[src/rtl/icPkg.sv]
`timescale 1ns/1ps
package icPkg;
  localparam int ADDR_W          = 4;
  localparam int DATA_W          = 32;
  localparam int LVL_W           = 3;
  localparam int FIELD_W         = 4;
  localparam int FIELDS_PER_WORD = DATA_W / FIELD_W;
  localparam int LVL_WORDS       = 8;
  localparam int ACK_FOUND_BIT   = 8;

  localparam logic [ADDR_W-1:0] ADDR_POL  = 4'd8;
  localparam logic [ADDR_W-1:0] ADDR_PEND = 4'd9;
  localparam logic [ADDR_W-1:0] ADDR_ACK  = 4'd10;
  localparam logic [ADDR_W-1:0] ADDR_ENLO = 4'd11;
  localparam logic [ADDR_W-1:0] ADDR_ENHI = 4'd12;

  // Strobes from the control decoder to the datapath
  typedef struct packed {
    logic [LVL_WORDS-1:0] lvlWordWr;
    logic                 polWr;
    logic                 pendClr;
    logic                 enLoWr;
    logic                 enHiWr;
    logic                 ackStb;
    logic [LVL_W-1:0]     ackLvl;
  } icStrobes_t;
endpackage

[src/rtl/icControl.sv]
`timescale 1ns/1ps
module icControl
  import icPkg::*;
(
  input  logic              regWe,
  input  logic [ADDR_W-1:0] regAddr,
  input  logic              ackValid,
  input  logic [LVL_W-1:0]  ackLevel,
  output icStrobes_t        strb
);
  always_comb begin
    strb = '0;
    if (regWe) begin
      if (regAddr[ADDR_W-1] == 1'b0) begin
        strb.lvlWordWr[regAddr[2:0]] = 1'b1;
      end else begin
        unique case (regAddr)
          ADDR_POL:  strb.polWr   = 1'b1;
          ADDR_PEND: strb.pendClr = 1'b1;
          ADDR_ENLO: strb.enLoWr  = 1'b1;
          ADDR_ENHI: strb.enHiWr  = 1'b1;
          default:   ;
        endcase
      end
    end
    strb.ackStb = ackValid;
    strb.ackLvl = ackLevel;
  end
endmodule

[src/rtl/icDatapath.sv]
`timescale 1ns/1ps
module icDatapath
  import icPkg::*;
#(
  parameter int NUM_LEVEL = 50,
  parameter int NUM_EDGE  = 7
)(
  input  logic                 clk,
  input  logic                 rst,
  input  logic [NUM_LEVEL-1:0] intReq,
  input  logic [NUM_EDGE-1:0]  gpioPin,
  input  icStrobes_t           strb,
  input  logic [ADDR_W-1:0]    regAddr,
  input  logic [DATA_W-1:0]    regWrData,
  output logic [DATA_W-1:0]    regRdData,
  output logic [LVL_W-1:0]     irqLevel,
  output logic [NUM_EDGE-1:0]  edgePend,
  output logic [NUM_EDGE-1:0]  syncEdge,
  output logic [DATA_W-1:0]    ackWord
);
  localparam int NUM_SRC = NUM_LEVEL + NUM_EDGE;
  localparam int IDX_W   = $clog2(NUM_SRC);

  // Programmable per-source state
  logic [LVL_W-1:0] srcLvl [NUM_SRC];
  logic             srcEn  [NUM_SRC];

  generate
    for (genvar i = 0; i < NUM_SRC; i++) begin : g_src
      localparam int WORD = i / FIELDS_PER_WORD;
      localparam int SLOT = i % FIELDS_PER_WORD;
      always_ff @(posedge clk) begin
        if (rst)                        srcLvl[i] <= '0;
        else if (strb.lvlWordWr[WORD])  srcLvl[i] <= regWrData[SLOT*FIELD_W +: LVL_W];
      end
      if (i < DATA_W) begin : g_enLo
        always_ff @(posedge clk) begin
          if (rst)              srcEn[i] <= 1'b0;
          else if (strb.enLoWr) srcEn[i] <= regWrData[i];
        end
      end else begin : g_enHi
        always_ff @(posedge clk) begin
          if (rst)              srcEn[i] <= 1'b0;
          else if (strb.enHiWr) srcEn[i] <= regWrData[i - DATA_W];
        end
      end
    end
  endgenerate

  // Pin synchroniser, edge select and sticky pending
  logic [NUM_EDGE-1:0] edgeRise, pinS1, pinS2, pinPrev, edgeHit, clrMask;

  always_ff @(posedge clk) begin
    if (rst) begin
      pinS1 <= '0; pinS2 <= '0; pinPrev <= '0; edgeRise <= '0;
    end else begin
      pinS1   <= gpioPin;
      pinS2   <= pinS1;
      pinPrev <= pinS2;
      if (strb.polWr) edgeRise <= regWrData[NUM_EDGE-1:0];
    end
  end

  assign syncEdge = pinS2 ^ pinPrev;
  assign edgeHit  = syncEdge & ~(pinS2 ^ edgeRise);
  assign clrMask  = strb.pendClr ? regWrData[NUM_EDGE-1:0] : '0;

  always_ff @(posedge clk) begin
    if (rst) edgePend <= '0;
    else     edgePend <= (edgePend & ~clrMask) | edgeHit;
  end

  // Arbitration
  logic [NUM_SRC-1:0] reqAll;
  logic [LVL_W-1:0]   effLvl [NUM_SRC];
  logic [LVL_W-1:0]   maxLvl;
  logic               hitFound;
  logic [IDX_W-1:0]   hitIdx;

  assign reqAll = {edgePend, intReq};

  always_comb begin
    for (int i = 0; i < NUM_SRC; i++)
      effLvl[i] = (reqAll[i] && srcEn[i]) ? srcLvl[i] : '0;
  end

  always_comb begin
    maxLvl = '0;
    for (int i = 0; i < NUM_SRC; i++)
      if (effLvl[i] > maxLvl) maxLvl = effLvl[i];
  end

  always_comb begin
    hitFound = 1'b0;
    hitIdx   = '0;
    for (int i = NUM_SRC - 1; i >= 0; i--) begin
      if (strb.ackLvl != '0 && effLvl[i] == strb.ackLvl) begin
        hitFound = 1'b1;
        hitIdx   = IDX_W'(i);
      end
    end
  end

  logic             ackFound;
  logic [IDX_W-1:0] ackIdx;

  always_ff @(posedge clk) begin
    if (rst) begin
      irqLevel <= '0;
      ackFound <= 1'b0;
      ackIdx   <= '0;
    end else begin
      irqLevel <= maxLvl;
      if (strb.ackStb) begin
        ackFound <= hitFound;
        ackIdx   <= hitIdx;
      end
    end
  end

  always_comb begin
    ackWord                = '0;
    ackWord[IDX_W-1:0]     = ackIdx;
    ackWord[ACK_FOUND_BIT] = ackFound;
  end

  // Read-back views
  logic [DATA_W-1:0] lvlView [LVL_WORDS];
  logic [DATA_W-1:0] enLoView, enHiView;

  always_comb begin
    for (int w = 0; w < LVL_WORDS; w++) lvlView[w] = '0;
    for (int i = 0; i < NUM_SRC; i++)
      lvlView[i / FIELDS_PER_WORD][(i % FIELDS_PER_WORD)*FIELD_W +: FIELD_W] =
        {{(FIELD_W-LVL_W){1'b0}}, srcLvl[i]};
  end

  always_comb begin
    enLoView = '0;
    enHiView = '0;
    for (int i = 0; i < NUM_SRC && i < DATA_W; i++) enLoView[i] = srcEn[i];
    for (int i = DATA_W; i < NUM_SRC; i++)          enHiView[i - DATA_W] = srcEn[i];
  end

  always_comb begin
    regRdData = '0;
    if (regAddr[ADDR_W-1] == 1'b0) begin
      regRdData = lvlView[regAddr[2:0]];
    end else begin
      unique case (regAddr)
        ADDR_POL:  regRdData[NUM_EDGE-1:0] = edgeRise;
        ADDR_PEND: regRdData[NUM_EDGE-1:0] = edgePend;
        ADDR_ACK:  regRdData = ackWord;
        ADDR_ENLO: regRdData = enLoView;
        ADDR_ENHI: regRdData = enHiView;
        default:   regRdData = '0;
      endcase
    end
  end
endmodule

[src/rtl/autovecIntc.sv]
`timescale 1ns/1ps
module autovecIntc
  import icPkg::*;
#(
  parameter int NUM_LEVEL = 50,
  parameter int NUM_EDGE  = 7
)(
  input  logic                 clk,
  input  logic                 rst,
  input  logic [NUM_LEVEL-1:0] intReq,
  input  logic [NUM_EDGE-1:0]  gpioPin,
  input  logic                 regWe,
  input  logic [ADDR_W-1:0]    regAddr,
  input  logic [DATA_W-1:0]    regWrData,
  output logic [DATA_W-1:0]    regRdData,
  input  logic                 ackValid,
  input  logic [LVL_W-1:0]     ackLevel,
  output logic [LVL_W-1:0]     irqLevel
);
  icStrobes_t          strb;
  logic [NUM_EDGE-1:0] edgePendW;
  logic [NUM_EDGE-1:0] syncEdgeW;
  logic [DATA_W-1:0]   ackWordW;

  icControl u_ctl (
    .regWe    (regWe),
    .regAddr  (regAddr),
    .ackValid (ackValid),
    .ackLevel (ackLevel),
    .strb     (strb)
  );

  icDatapath #(.NUM_LEVEL(NUM_LEVEL), .NUM_EDGE(NUM_EDGE)) u_dp (
    .clk       (clk),
    .rst       (rst),
    .intReq    (intReq),
    .gpioPin   (gpioPin),
    .strb      (strb),
    .regAddr   (regAddr),
    .regWrData (regWrData),
    .regRdData (regRdData),
    .irqLevel  (irqLevel),
    .edgePend  (edgePendW),
    .syncEdge  (syncEdgeW),
    .ackWord   (ackWordW)
  );
endmodule

[config.mk]
export PLATFORM = sky130hd
export DESIGN_NAME = autovecIntc
export DESIGN_NICKNAME = d
export VERILOG_FILES = /design/src/rtl/icPkg.sv /design/src/rtl/icControl.sv /design/src/rtl/icDatapath.sv /design/src/rtl/autovecIntc.sv
export SDC_FILE = /design/constraint.sdc
export NUM_CORES = 1
export LEC_CHECK = 0
export BUFFER_PORTS_ARGS = -buffer_cell sky130_fd_sc_hd__buf_2
export CAP_MARGIN = 20
export CORE_ASPECT_RATIO = 0.7
export CORE_UTILIZATION = 40
export CTS_BUF_LIST = sky130_fd_sc_hd__clkbuf_4 sky130_fd_sc_hd__clkbuf_8
export DETAILED_ROUTE_END_ITERATION = 8
export PLACE_DENSITY_LB_ADDON = 0.08
export SYNTH_ARGS = -nofsm -noshare
export SYNTH_HDL_FRONTEND = slang
export SYNTH_SLANG_ARGS = --single-unit
[constraint.sdc]
create_clock -name clk -period 106.4 [get_ports clk]
set_input_delay 31.92 -clock clk [delete_from_list [all_inputs] [get_ports clk]]
set_output_delay 31.92 -clock clk [all_outputs]
set_load 0.02 [all_outputs]
==> impl_metrics.toml <==
[setup_path]
path_buf_inv = 17
required_ns = 106.99
timing.rr.start = "u_dp.srcEn[0][0]"
r2r-end = "u_dp.irqLevel[1]"
cp_common_cell = "ha_1"
critPathKind = "primary input to register"
reg2reg_depth = 346
cp_max_fo = 7
critPathSlowestCell = "a2111oi_4"
worstPathArrival_ns = 103.30
cp_top_family = "compound AO/OA/AOI/OAI gates"
rrSetupSlack_ns = 34.57
endpoint_kind = "register"
cp_slowest_stage_delay_ns = 0.51
startpoint_type = "primary input"

[clock_network]
root_buffer = "clkbuf_8"
cts_htree_levels = 2
cts_tree = "built"
clk_latency_ns = 0.66
numCtsBuffers = 50
clkSlewWorstSetupHoldPaths_ns = 0.06
clock_path_buffers = 3
clock_sinks = 273
cts_hold_buf = 0

[yosys]
ys_ff_latch = 273
ys_top_cells_by_count = "and2_1, edfxtp_1, nand2_1, nand3_1, ha_1"
synth_cells = 2597
netlist.top_cell.by_area = "edfxtp_1"
avgSynthCellArea_sq_um = 8.960
synth_nets = 2864
synth_area_leaders = "edfxtp_1, ha_1, and2_1"
ys_seq_area_frac = 0.3329
synth_edf_count = 228
async_flop_share = 0
yosysMostFrequentCell = "and2_1"
synth_flop_cell = "edfxtp_1"
yosys.area.top_type_share = 0.2942
synth_cell_type_count = 94
yosysWarnings = 0
synth_area_sq_um = 23270

[timing]
skew_ns = 0.02800
fin_crit_sh = 0.9653
hold_viol = 0
setup_ws_ns = 3.694
relSlewSlack = 0.2616
max_freq_mhz = 9.737
finalMaxSlewViolations = 0
finalSetupViolCount = 0
worst-slew-pin-transition_ns = 1.104
period_needed_ns = 102.71

[detailed_routing]
drtIter0Drc = 2451
drt-total-wl_microns = 98960
num_vias = 21680
first_pass_iters = 5
drcViolationCount = 0
routedWlPerCell_microns = 27.84
postRouteAntennaNets = 0
viasPerCell = 6.099

[floorplan]
die_w_microns = 290.3
rows = 73
pin_count = 135
die_area_sq_um = 59160
die_height_microns = 203.8
design.core.area_sq_um = 57090
start_util = 0.4076

[placed_design]
postPlaceCellArea_sq_um = 24860
dp_hpwl_microns = 77830
place_congestion = 1.006
io_buffer_count = 134
pre_cts_slack_ns = -2.201

[hold_path]
min_path_type = "register to register"
min_from = "u_dp.pinS1[2]"
hold_end = "u_dp.pinS2[2]"
whs_path_depth = 1

[grt]
grt_pass1_vias = 19810
antenna_found_initial = 3
overflow = 0
grt_pass1_wl_microns = 138100
grt_max_degree = 55
grt_usage = 0.3225

[flow_run]
maxCapViolCount = 0

[final_layout]
drive_gt1_frac = 0.1988
syn_to_final_growth_pct = 16.21
finalInstanceArea_sq_um = 27040
num-fill-cells = 5397
nets = 3027

[status]
outcome = "complete, no violations"
-- per-stage QoR --
stage | TNS, ns | hold WS, ns | cells | utilization
6_report | 0 | 0.4372 | 3555 | 0.4737
3_5_place_dp | -6.557 | 0.4286 | 3412 | 0.4354
5_1_grt | -1.739 | 0.4566 | 3552 | 0.4736
4_1_cts | 0 | 0.4432 | 3506 | 0.4558
2_1_floorplan | 0 | 0.4138 | 2597 | -
3_3_place_gp | -3.377 | 0.4198 | 3412 | 0.4354
-- per-layer routing --
layer / wire (microns) / part of all wire / GRT usage
met1: 44360 / 0.45 / 0.4613
met2: 39110 / 0.40 / 0.4488
met3: 12770 / 0.13 / 0.1191
met4: 2708 / 0.027 / 0.08910
met5: 0 / 0 / 0
-- cell type report --
class | count | area (sq um) | share of cell area
Inverter | 113 | 424.2 | 0.01569
Antenna cell | 3 | 7.507 | 0.0002776
Sequential cell | 273 | 7747 | 0.2865
Tap cell | 750 | 938.4 | 0.03470
Multi-Input combinational cell | 2101 | 15510 | 0.5736
Timing Repair Buffer | 221 | 1351 | 0.04997
Clock inverter | 14 | 117.6 | 0.004349
Clock buffer | 80 | 944.7 | 0.03493
-- timing repair --
action                     CTS  global route
pin swaps                    0            30
setup endpoints to repair    3             3
buffers inserted             0            43
resized for setup           16           138
-- placed cells by master (no fill, tap or decap), types with 71 or more instances in the layout --
cell and n:
a21oi_1 97, and2_1 254, and3_1 100, buf_2 132, buf_4 86, edfxtp_1 228
ha_1 166, inv_1 112, mux2i_1 71, nand2_1 215, nand3_1 171, nor2_1 116
o21ai_0 114
-- kinds of logic (layout without fill, tap and decap cells) --
kind of cell    after synthesis  in the layout  synth area share
simple gates               1121           1121            0.2567
compound gates              558            558            0.1630
flops                       273            273            0.3329
buf+inv                     223            428           0.03667
fa+ha+maj                   168            168           0.09028
mux                         145            145           0.07931
xor+xnor                    109            109           0.04103
other cells                   0              3                 0
-- how the worst max path moves through the flow --
stage / start / to / depth (start not counted)
CTS: intReq[0] / u_dp.irqLevel[1] / 350
global route: intReq[0] / u_dp.irqLevel[2] / 356
global placement: intReq[0] / u_dp.irqLevel[1] / 349
finish: intReq[0] / u_dp.irqLevel[1] / 347
floorplan: intReq[1] / u_dp.irqLevel[1] / 343
detailed placement: intReq[0] / u_dp.irqLevel[1] / 351
-- worst reg2reg max path: cells and delay by family (launching register included) --
family                   cells  cell delay, ns
multiplexers                21            7.17
AO/OA/AOI/OAI              125           25.14
flip-flops                   1            0.46
adder cells (fa/ha/maj)     57           16.93
buffers and inverters       16            1.66
AND/OR/NAND/NOR            127           20.41
-- flip-flops by register name (all words and copies together) (netlist names) --
register,cells
u_dp.ackIdx,6
u_dp.edgePend,7
u_dp.ackFound,1
u_dp.pinS1,7
u_dp.srcEn,57
u_dp.srcLvl,171
u_dp.pinPrev,7
u_dp.edgeRise,7
u_dp.irqLevel,3
u_dp.pinS2,7
Power is left out: the tool's default activity adds up to more than one toggle a clock period on the data nets, which glitch-free logic cannot reach.
